[src/rtl/qfetch_pkg.sv]
package qfetch_pkg;
  localparam int unsigned PC_W    = 13;
  localparam int unsigned INSTR_W = 14;
  localparam int unsigned NPHASE  = 4;

  typedef enum logic [1:0] {
    PH_Q1 = 2'd0,
    PH_Q2 = 2'd1,
    PH_Q3 = 2'd2,
    PH_Q4 = 2'd3
  } qphase_e;

  localparam logic [INSTR_W-1:0] NOP_WORD  = '0;
  localparam logic [PC_W-1:0]    RESET_VEC = 13'h0000;
  localparam logic [PC_W-1:0]    IRQ_VEC   = 13'h0004;
endpackage

[src/rtl/qf_phase_gen.sv]
module qf_phase_gen
  import qfetch_pkg::*;
(
  input  logic              clk_i,
  input  logic              rst_ni,
  output logic [NPHASE-1:0] ph_hot_o
);
  qphase_e ph_q;

  always_ff @(posedge clk_i or negedge rst_ni) begin
    if (!rst_ni) ph_q <= PH_Q1;
    else         ph_q <= qphase_e'(ph_q + 2'd1);
  end

  for (genvar g = 0; g < NPHASE; g++) begin : g_hot
    assign ph_hot_o[g] = (ph_q == qphase_e'(g));
  end
endmodule

[src/rtl/qf_pc_unit.sv]
module qf_pc_unit
  import qfetch_pkg::*;
#(
  parameter int unsigned MEM_WORDS = 2048
) (
  input  logic            clk_i,
  input  logic            rst_ni,
  input  logic            q1_end_i,
  input  logic            q4_end_i,
  input  logic            redirect_i,
  input  logic [PC_W-1:0] redir_addr_i,
  output logic [PC_W-1:0] fetch_addr_o
);
  localparam logic [PC_W-1:0] ADDR_MASK = PC_W'(MEM_WORDS - 1);

  logic [PC_W-1:0] pc_q, fa_q;

  always_ff @(posedge clk_i or negedge rst_ni) begin
    if (!rst_ni) begin
      pc_q <= RESET_VEC;
      fa_q <= RESET_VEC;
    end else if (q1_end_i) begin
      fa_q <= pc_q;
      pc_q <= (pc_q + 1'b1) & ADDR_MASK;
    end else if (q4_end_i && redirect_i) begin
      pc_q <= redir_addr_i & ADDR_MASK;
    end
  end

  assign fetch_addr_o = fa_q;
endmodule

[src/rtl/qf_ret_stack.sv]
module qf_ret_stack
  import qfetch_pkg::*;
#(
  parameter int unsigned DEPTH = 8
) (
  input  logic            clk_i,
  input  logic            rst_ni,
  input  logic            push_i,
  input  logic            pop_i,
  input  logic [PC_W-1:0] push_val_i,
  output logic [PC_W-1:0] top_o
);
  // DEPTH must be a power of two; the pointer wraps silently
  localparam int unsigned SP_W = (DEPTH > 1) ? $clog2(DEPTH) : 1;

  logic [SP_W-1:0] sp_q;
  logic [SP_W-1:0] sp_dn;
  logic [PC_W-1:0] ent [DEPTH];

  assign sp_dn = sp_q - 1'b1;

  always_ff @(posedge clk_i or negedge rst_ni) begin
    if (!rst_ni)     sp_q <= '0;
    else if (push_i) sp_q <= sp_q + 1'b1;
    else if (pop_i)  sp_q <= sp_dn;
  end

  for (genvar g = 0; g < DEPTH; g++) begin : g_ent
    always_ff @(posedge clk_i or negedge rst_ni) begin
      if (!rst_ni)                            ent[g] <= '0;
      else if (push_i && sp_q == SP_W'(g))    ent[g] <= push_val_i;
    end
  end

  assign top_o = ent[sp_dn];
endmodule

[src/rtl/qf_ir_stage.sv]
module qf_ir_stage
  import qfetch_pkg::*;
(
  input  logic               clk_i,
  input  logic               rst_ni,
  input  logic               q4_end_i,
  input  logic               flush_i,
  input  logic [INSTR_W-1:0] word_i,
  output logic [INSTR_W-1:0] ir_o,
  output logic               valid_o
);
  always_ff @(posedge clk_i or negedge rst_ni) begin
    if (!rst_ni) begin
      ir_o    <= NOP_WORD;
      valid_o <= 1'b0;
    end else if (q4_end_i) begin
      ir_o    <= flush_i ? NOP_WORD : word_i;
      valid_o <= ~flush_i;
    end
  end
endmodule

[src/rtl/qphase_fetch_seq.sv]
module qphase_fetch_seq
  import qfetch_pkg::*;
#(
  parameter int unsigned MEM_WORDS   = 2048,
  parameter int unsigned STACK_DEPTH = 8
) (
  input  logic               clk_i,
  input  logic               rst_ni,
  output logic [PC_W-1:0]    pm_addr_o,
  output logic               pm_rd_o,
  input  logic [INSTR_W-1:0] pm_data_i,
  output logic [NPHASE-1:0]  phase_o,
  output logic [INSTR_W-1:0] ir_o,
  output logic               exec_valid_o,
  output logic               dm_rd_o,
  output logic               dm_wr_o,
  input  logic               dec_rd_i,
  input  logic               dec_wr_i,
  input  logic               br_take_i,
  input  logic               br_call_i,
  input  logic               br_ret_i,
  input  logic [PC_W-1:0]    br_target_i,
  input  logic               irq_i
);
  logic [NPHASE-1:0] ph_hot;
  logic              q1_end, q4_end;
  logic              dec_ret, dec_jmp, dec_call, irq_take, redirect;
  logic [PC_W-1:0]   redir_addr, stk_top, fetch_addr;

  qf_phase_gen u_phase (
    .clk_i    (clk_i),
    .rst_ni   (rst_ni),
    .ph_hot_o (ph_hot)
  );

  assign q1_end = ph_hot[0];
  assign q4_end = ph_hot[NPHASE-1];

  // decoder controls only count for a real instruction; return beats jump
  assign dec_ret  = exec_valid_o & br_ret_i;
  assign dec_jmp  = exec_valid_o & br_take_i & ~br_ret_i;
  assign dec_call = dec_jmp & br_call_i;
  assign irq_take = irq_i & ~(dec_ret | dec_jmp);
  assign redirect = dec_ret | dec_jmp | irq_take;

  always_comb begin
    if (dec_ret)      redir_addr = stk_top;
    else if (dec_jmp) redir_addr = br_target_i;
    else              redir_addr = IRQ_VEC;
  end

  qf_pc_unit #(.MEM_WORDS(MEM_WORDS)) u_pc (
    .clk_i        (clk_i),
    .rst_ni       (rst_ni),
    .q1_end_i     (q1_end),
    .q4_end_i     (q4_end),
    .redirect_i   (redirect),
    .redir_addr_i (redir_addr),
    .fetch_addr_o (fetch_addr)
  );

  qf_ret_stack #(.DEPTH(STACK_DEPTH)) u_stack (
    .clk_i      (clk_i),
    .rst_ni     (rst_ni),
    .push_i     (q4_end & (dec_call | irq_take)),
    .pop_i      (q4_end & dec_ret),
    .push_val_i (fetch_addr),
    .top_o      (stk_top)
  );

  qf_ir_stage u_ir (
    .clk_i    (clk_i),
    .rst_ni   (rst_ni),
    .q4_end_i (q4_end),
    .flush_i  (redirect),
    .word_i   (pm_data_i),
    .ir_o     (ir_o),
    .valid_o  (exec_valid_o)
  );

  assign pm_addr_o = fetch_addr;
  assign pm_rd_o   = q4_end;
  assign phase_o   = ph_hot;
  assign dm_rd_o   = ph_hot[1] & exec_valid_o & dec_rd_i;
  assign dm_wr_o   = q4_end & exec_valid_o & dec_wr_i;
endmodule

[config.mk]
export PLATFORM = sky130hd
export DESIGN_NAME = qphase_fetch_seq
export DESIGN_NICKNAME = d
export VERILOG_FILES = /design/src/rtl/qfetch_pkg.sv /design/src/rtl/qf_phase_gen.sv /design/src/rtl/qf_pc_unit.sv /design/src/rtl/qf_ret_stack.sv /design/src/rtl/qf_ir_stage.sv /design/src/rtl/qphase_fetch_seq.sv
export SDC_FILE = /design/constraint.sdc
export NUM_CORES = 1
export LEC_CHECK = 0
export BUFFER_PORTS_ARGS = -buffer_cell sky130_fd_sc_hd__clkbuf_2
export CAP_MARGIN = 30
export CORE_MARGIN = 3
export CORE_UTILIZATION = 63
export DETAILED_ROUTE_END_ITERATION = 6
export MAX_ROUTING_LAYER = met4
export PLACE_DENSITY_LB_ADDON = 0.08
export SLEW_MARGIN = 20
export SYNTH_ARGS = -nofsm -noshare
export SYNTH_HDL_FRONTEND = slang
export SYNTH_SLANG_ARGS = --single-unit
export TNS_END_PERCENT = 1
[constraint.sdc]
create_clock -name clk_i -period 6.1 [get_ports clk_i]
set_input_delay 0.305 -clock clk_i [delete_from_list [all_inputs] [get_ports clk_i]]
set_output_delay 0.305 -clock clk_i [all_outputs]
set_load 0.02 [all_outputs]
After elaboration in Yosys (flattened, before gate mapping)
Index checks and enable logic that the tools add are counted.

Magnitude comparators: 1. Equality and inequality tests: 10. Muxes and demuxes: 10. Bitwise gates (word level): 18. $add $sub $neg: 4. Reductions and logical operators: 13.

Operators by type and width (count): two-way mux 11 bit (4); binary-select mux 13 bit (select 3 bit) (1); two-way mux 13 bit (2); two-way mux 14 bit (1); equality test 3 bit, second input constant (4); adder 11 x 1 -> 11 bit, second input constant (1); bitwise AND 1 bit (11); logical AND 1 bit (9); equality test 3 x 2 -> 1 bit, second input constant (2); two-way mux 3 bit (2); equality test 2 bit, second input constant (2); greater-or-equal comparator 4 bit, second input constant (1); inverter 3 -> 4 bit (1); nonzero test 2 bit (2); adder 3 x 1 -> 3 bit, second input constant (1); equality test 3 x 1 -> 1 bit, second input constant (1); zero test 3 bit (1); inverter 1 bit (3); bitwise OR 1 bit (3); subtractor 3 x 1 -> 3 bit, second input constant (1); adder 2 x 1 -> 2 bit, second input constant (1); equality test 2 x 1 -> 1 bit, second input constant (1); zero test 2 bit (1).

Flip-flop bits (word level): 150. Word-level logic and storage cells: 70.

Depth between registers and ports, before layout
Depth in word-level cells: 9. Mapped depth: 12.

Modules after synthesis
A second synthesis with hierarchy kept.

Cell total of the unflattened synthesis: 618. Area, all modules: 7382.1 µm².

Modules (own cells, without submodules): qf_ret_stack (area each 5134.9 µm², cells an instance 384, seq. area each 2677.6 µm², times used 1); qf_pc_unit (area each 1131.1 µm², cells an instance 109, seq. area each 550.5 µm², times used 1); qf_ir_stage (area each 651.9 µm², cells an instance 63, seq. area each 375.4 µm², times used 1); qphase_fetch_seq (area each 356.6 µm², cells an instance 54, seq. area each 0.0 µm², times used 1); qf_phase_gen (area each 107.6 µm², cells an instance 8, seq. area each 50.0 µm², times used 1).

Worst setup path before layout
Ideal clock, no wire load.

Path kind: flip-flop to flip-flop. From: register u_stack.sp_q[0]. To: register u_pc.pc_q[5]. Required time: 5.973 ns. Data arrival time: 2.412 ns. Cell stages (with the launch flop): 12. Setup slack: 3.560 ns. Setup time: 0.127 ns. Period minus slack after synthesis: 2.540 ns. Cells stage by stage: dfrtp_1 > buf_6 > buf_12 > buf_6 > inv_1 > ha_1 > clkbuf_1 > buf_2 > mux4_1 > mux2_2 > a221oi_2 > nor3_1.

Word-level cells in the longest chain between the ends: 8.

RTL lines: start: declaration (line qf_ret_stack.sv:16) `logic [SP_W-1:0] sp_q;`; start signal: assignment (line qf_ret_stack.sv:24) `else if (push_i) sp_q <= sp_q + 1'b1;`; start signal: assignment (line qf_ret_stack.sv:25) `else if (pop_i) sp_q <= sp_dn;`; subtractor 3 x 1 -> 3 bit (line qf_ret_stack.sv:20) `assign sp_dn = sp_q - 1'b1;`; inverter 3 -> 4 bit (implied by the code) (line qf_ret_stack.sv:35) `assign top_o = ent[sp_dn];`; binary-select mux 13 bit (select 3 bit) (line qf_ret_stack.sv:35); two-way mux 11 bit (implied by the code) (2 in series) (line qf_ret_stack.sv:35); two-way mux 11 bit (line qphase_fetch_seq.sv:47) `if (dec_ret) redir_addr = stk_top;`; two-way mux 13 bit (line qf_pc_unit.sv:25) `end else if (q4_end_i && redirect_i) begin`; two-way mux 13 bit (line qf_pc_unit.sv:22) `end else if (q1_end_i) begin`; end signal: assignment (line qf_pc_unit.sv:24) `pc_q <= (pc_q + 1'b1) & ADDR_MASK;`; end signal: assignment (line qf_pc_unit.sv:26) `pc_q <= redir_addr_i & ADDR_MASK;`; end: declaration (line qf_pc_unit.sv:16) `logic [PC_W-1:0] pc_q, fa_q;`.

No other way between the ends. The select of a mux whose other input is x is not followed. A chain may end at the register's enable or synchronous reset.

Worst setup path after layout
From: register u_stack.sp_q[0]. To: register u_pc.pc_q[4].

The elaborated chain is that of the path after synthesis.

==> results by group <==
Detailed routing
  – Detailed router's first-iteration violation count: 353
  – Number of optimization iterations in the first detailed-route pass: 7
  – Met3 Routed Length: 1000 µm
  – Final antenna-violating net count: 0
  – Post-route DRC violation count: 0
  – Detail Route met2 WL: 6840 µm
  – Detailed-route vias per instance: 6.37
  – Uppermost routed layer: met4
  – Metal1 wirelength: 6000 µm
  – DR vias: 4109
  – WL per Instance: 22.2 µm
  – Post-Route WL: 14300 µm

Clock network
  – TritonCTS Buffers: 17
  – Clock H-tree levels: 4
  – Post-cts sizing count: 0
  – Clk_lat worst skew: 0.52 ns
  – Clock slew at the register clock pins of the worst setup and hold paths: 0.06 ns
  – Clock Path Buffers: 2
  – CTS sink count: 130
  – TritonCTS clock tree: yes
  – CTS Root Cell: clkbuf_8

Run
  – Max-capacitance violation count: 0

Worst setup path
  – Critical Path End Type: flop
  – Delay of the slowest cell on the worst path: 0.62 ns
  – Critical path type: reg -> reg
  – Kind of start point of the critical path: flop
  – Critical-path cell list: buf_4 > inv_1 > ha_1 > xor2_1 > buf_4 > mux2_2 > a221oi_2 > nor3_1
  – Critical Path Most Common Cell: buf_4
  – Arrival time of the worst setup path: 3.51 ns
  – CP Max Fanout: 27
  – CP max stage cell: xor2_1
  – Critical Path RT: 6.49 ns

Synth
  – Yosys warning count: 0
  – Netlist area before placement: 6230 µm²
  – Async set-reset flop share out of synthesis: 100%
  – Syn_area_per_cell: 14.1 µm²
  – Number of instances in the synthesized netlist: 441
  – Top FF cell, synth: dfrtp_1
  – Number of flops mapped to enable cells by yosys: 0
  – Fraction of the yosys area taken by sequential cells: 52.2%
  – Unique masters post-synth: 49
  – Flop and latch count out of synthesis: 130

Pwr
  – Power Internal: 0.00231 W
  – Pwr per Cell Area: 460 nW/µm²
  – Clock network power share: 32.7%
  – Total net switching power: 0.00102 W
  – Sw Share: 30.6%
  – Logic gate share of total power: 27.2%
  – Leakage dissipation: 3.64 nW
  – Max IR drop VDD: 276 µV
  – Sequential cell fraction of total power: 40.1%

Timing
  – Setup repair after global routing missed its margin: false
  – Final Cycle Share: 51.1%
  – Slew headroom: 41.6%
  – Sum of negative setup slack: 0 ns
  – Final Skew: 0.00912 ns
  – Maximum clock frequency: 321 MHz
  – Final Setup Violations: 0
  – Post-route minimum period: 3.12 ns
  – Final hold viol count: 0
  – Slew at the pin closest to its max-slew limit: 0.872 ns
  – Total count of max-transition violations in the final report: 0

Global route
  – Number of global-route vias before repair: 4369
  – Combined global-route utilization of all metal layers: 28.4%
  – Total overflow reported by the global router: 0
  – Wire length of the first global-routing pass: 23400 µm
  – Number of antenna violations at the first check in global routing: 0
  – Largest net degree at the start of global routing: 47

Floorplan
  – Total Die Area: 11100 µm²
  – Initial Utilization: 66.2%
  – Die outline width: 105 µm
  – Floorplan Core Area: 9420 µm²
  – Number of rows in the core area: 35
  – Height of the die: 105 µm
  – Boundary pin count: 70

Final layout
  – Core occupancy in the finished layout: 76.9%
  – Fraction of final layout cells with drive strength greater than 1: 27.1%
  – Area growth syn-to-layout: 16.1%
  – Most frequent cells in the layout: dfrtp_1 (130), mux2_1 (88), clkbuf_2 (64)
  – FILL cells: 557
  – Most frequent standard cell in the layout excluding fill and tap cells: dfrtp_1
  – Footprint of the flip-flops and latches: 3250 µm²
  – Net count reported at finish: 551
  – ANT cells: 0
  – Multi-input combinational cell area: 2730 µm²

Placement
  – IO Port Bufs: 65
  – Final weighted congestion in routability-driven placement: 0.874
  – Detailed-placement wirelength estimate: 8740 µm

Outcome
  – Status: finished, final reports clean

Hold path
  – Class of the worst hold path: in -> reg
## path summary, 6_finish.rpt
path / start / to / slack [ns] / cells past startpoint
worst min-delay path: pm_data_i[12] / u_ir.ir_o[12]$_DFFE_PN0N_ / 0.008 / 2
worst max-delay path: u_stack.sp_q[0]$_DFFE_PN0P_ / u_pc.pc_q[4]$_DFFE_PN0P_ / 2.98 / 8
min in group asynchronous: rst_ni / u_ir.ir_o[10]$_DFFE_PN0N_ / 0.33 / 2
max in group asynchronous: rst_ni / u_pc.pc_q[8]$_DFFE_PN0P_ / 4.54 / 4
worst max register to register: u_stack.sp_q[0]$_DFFE_PN0P_ / u_pc.pc_q[4]$_DFFE_PN0P_ / 2.98 / 8
worst min register to register: u_stack.ent[35]$_DFFE_PN0P_ / u_stack.ent[35]$_DFFE_PN0P_ / 0.49 / 1
## state kept, by name, indices dropped and copies added (netlist names)
| signal | count |
|---|---|
| u_phase.ph_q | 2 |
| u_stack.ent | 88 |
| u_pc.pc_q | 11 |
| u_ir.ir_o | 14 |
| u_stack.sp_q | 3 |
| u_ir.valid_o | 1 |
| u_pc.fetch_addr_o | 11 |
## critical path: cells and delay by family (launching register included)
family                   cells  cell delay [ns]
AO/OA/AOI/OAI                1             0.28
flip-flops                   1             0.33
adder cells (fa/ha/maj)      1             0.28
buffers and inverters        3             1.02
multiplexers                 1             0.37
XOR/XNOR                     1             0.62
AND/OR/NAND/NOR              1             0.09
## logic make-up after synthesis
kind of cell | after synthesis | share of synthesized area [%]
AOI/OAI and AO/OA | 66 | 7.93
xor gates and xnor gates | 4 | 0.562
adders and majority gates | 12 | 2.41
buffers and inverters | 40 | 4.05
DFF | 130 | 52.2
muxes | 132 | 27.9
other | 1 | 0.0601
and+or+nand+nor | 56 | 4.96
## timing repair
item	in CTS	in global routing
endpoints found under the hold margin	45	1
hold buffers	1	1
buffers inserted	0	0
## through the flow
stage	setup slack, ns	power, W	area (µm²)	hold slack, ns	std cells
3_3_place_gp	2.89	0.00215	6540	0.338	609
5_1_grt	2.82	0.00349	7240	0.00108	645
6_report	2.98	0.00333	7240	0.00757	645
3_5_place_dp	3.09	0.00223	6570	0.350	611
4_1_cts	2.99	0.00334	7220	0.000719	643
2_1_floorplan	3.56	0.00197	6240	0.00941	442
## power by group through the flow
stage                     combinational (W)  sequential (W)  clock (W)
after detailed placement           0.000890         0.00134          0
final                              0.000904         0.00133    0.00109
after floorplan                    0.000687         0.00128          0
after CTS                          0.000912         0.00133    0.00110
after global routing               0.000973         0.00137    0.00115
after global placement             0.000840         0.00131          0
## synth_stat cells (2+ instances only)
master / instances / area (µm²)
and3_1: 4 / 25.0
inv_1: 7 / 26.3
buf_4: 11 / 82.6
mux4_2: 10 / 225
nor3_1: 3 / 15.0
nor3_2: 2 / 20.0
mux4_1: 10 / 263
buf_2: 6 / 30.0
nand4_1: 2 / 12.5
a221oi_2: 4 / 60.1
and2_1: 2 / 12.5
o22ai_1: 2 / 12.5
xnor2_1: 3 / 26.3
o211ai_1: 2 / 15.0
nand2_1: 18 / 67.6
o21ai_1: 7 / 35.0
mux2_2: 14 / 158
a21o_1: 5 / 37.5
ha_1: 12 / 150
a21oi_1: 13 / 65.1
o21ai_0: 9 / 45.0
o221a_2: 2 / 22.5
a22o_1: 14 / 123
o32ai_1: 2 / 17.5
dfrtp_1: 130 / 3250
o21a_1: 2 / 15.0
mux2_1: 88 / 991
nand3_1: 7 / 35.0
buf_6: 5 / 56.3
nor2_1: 9 / 33.8
nand3_2: 3 / 30.0
clkbuf_1: 7 / 26.3
mux2i_1: 10 / 100
## per-layer routing
layer  up-vias  GRT usage [%]
li1       1764              -
met3        47           5.76
met5         -              -
met4         0           11.5
met1      2087           36.8
met2       211           44.4
## area by class of cell
class | instances | share of cell area (%)
clock buffer | 19 | 5.96
clock inverter | 12 | 2.85
inverter | 9 | 0.467
multi-input combinational | 272 | 37.7
sequential | 130 | 44.9
tap | 129 | 2.23
timing repair buffer | 74 | 5.81
Note: power is estimated with default switching activity, not from simulation.
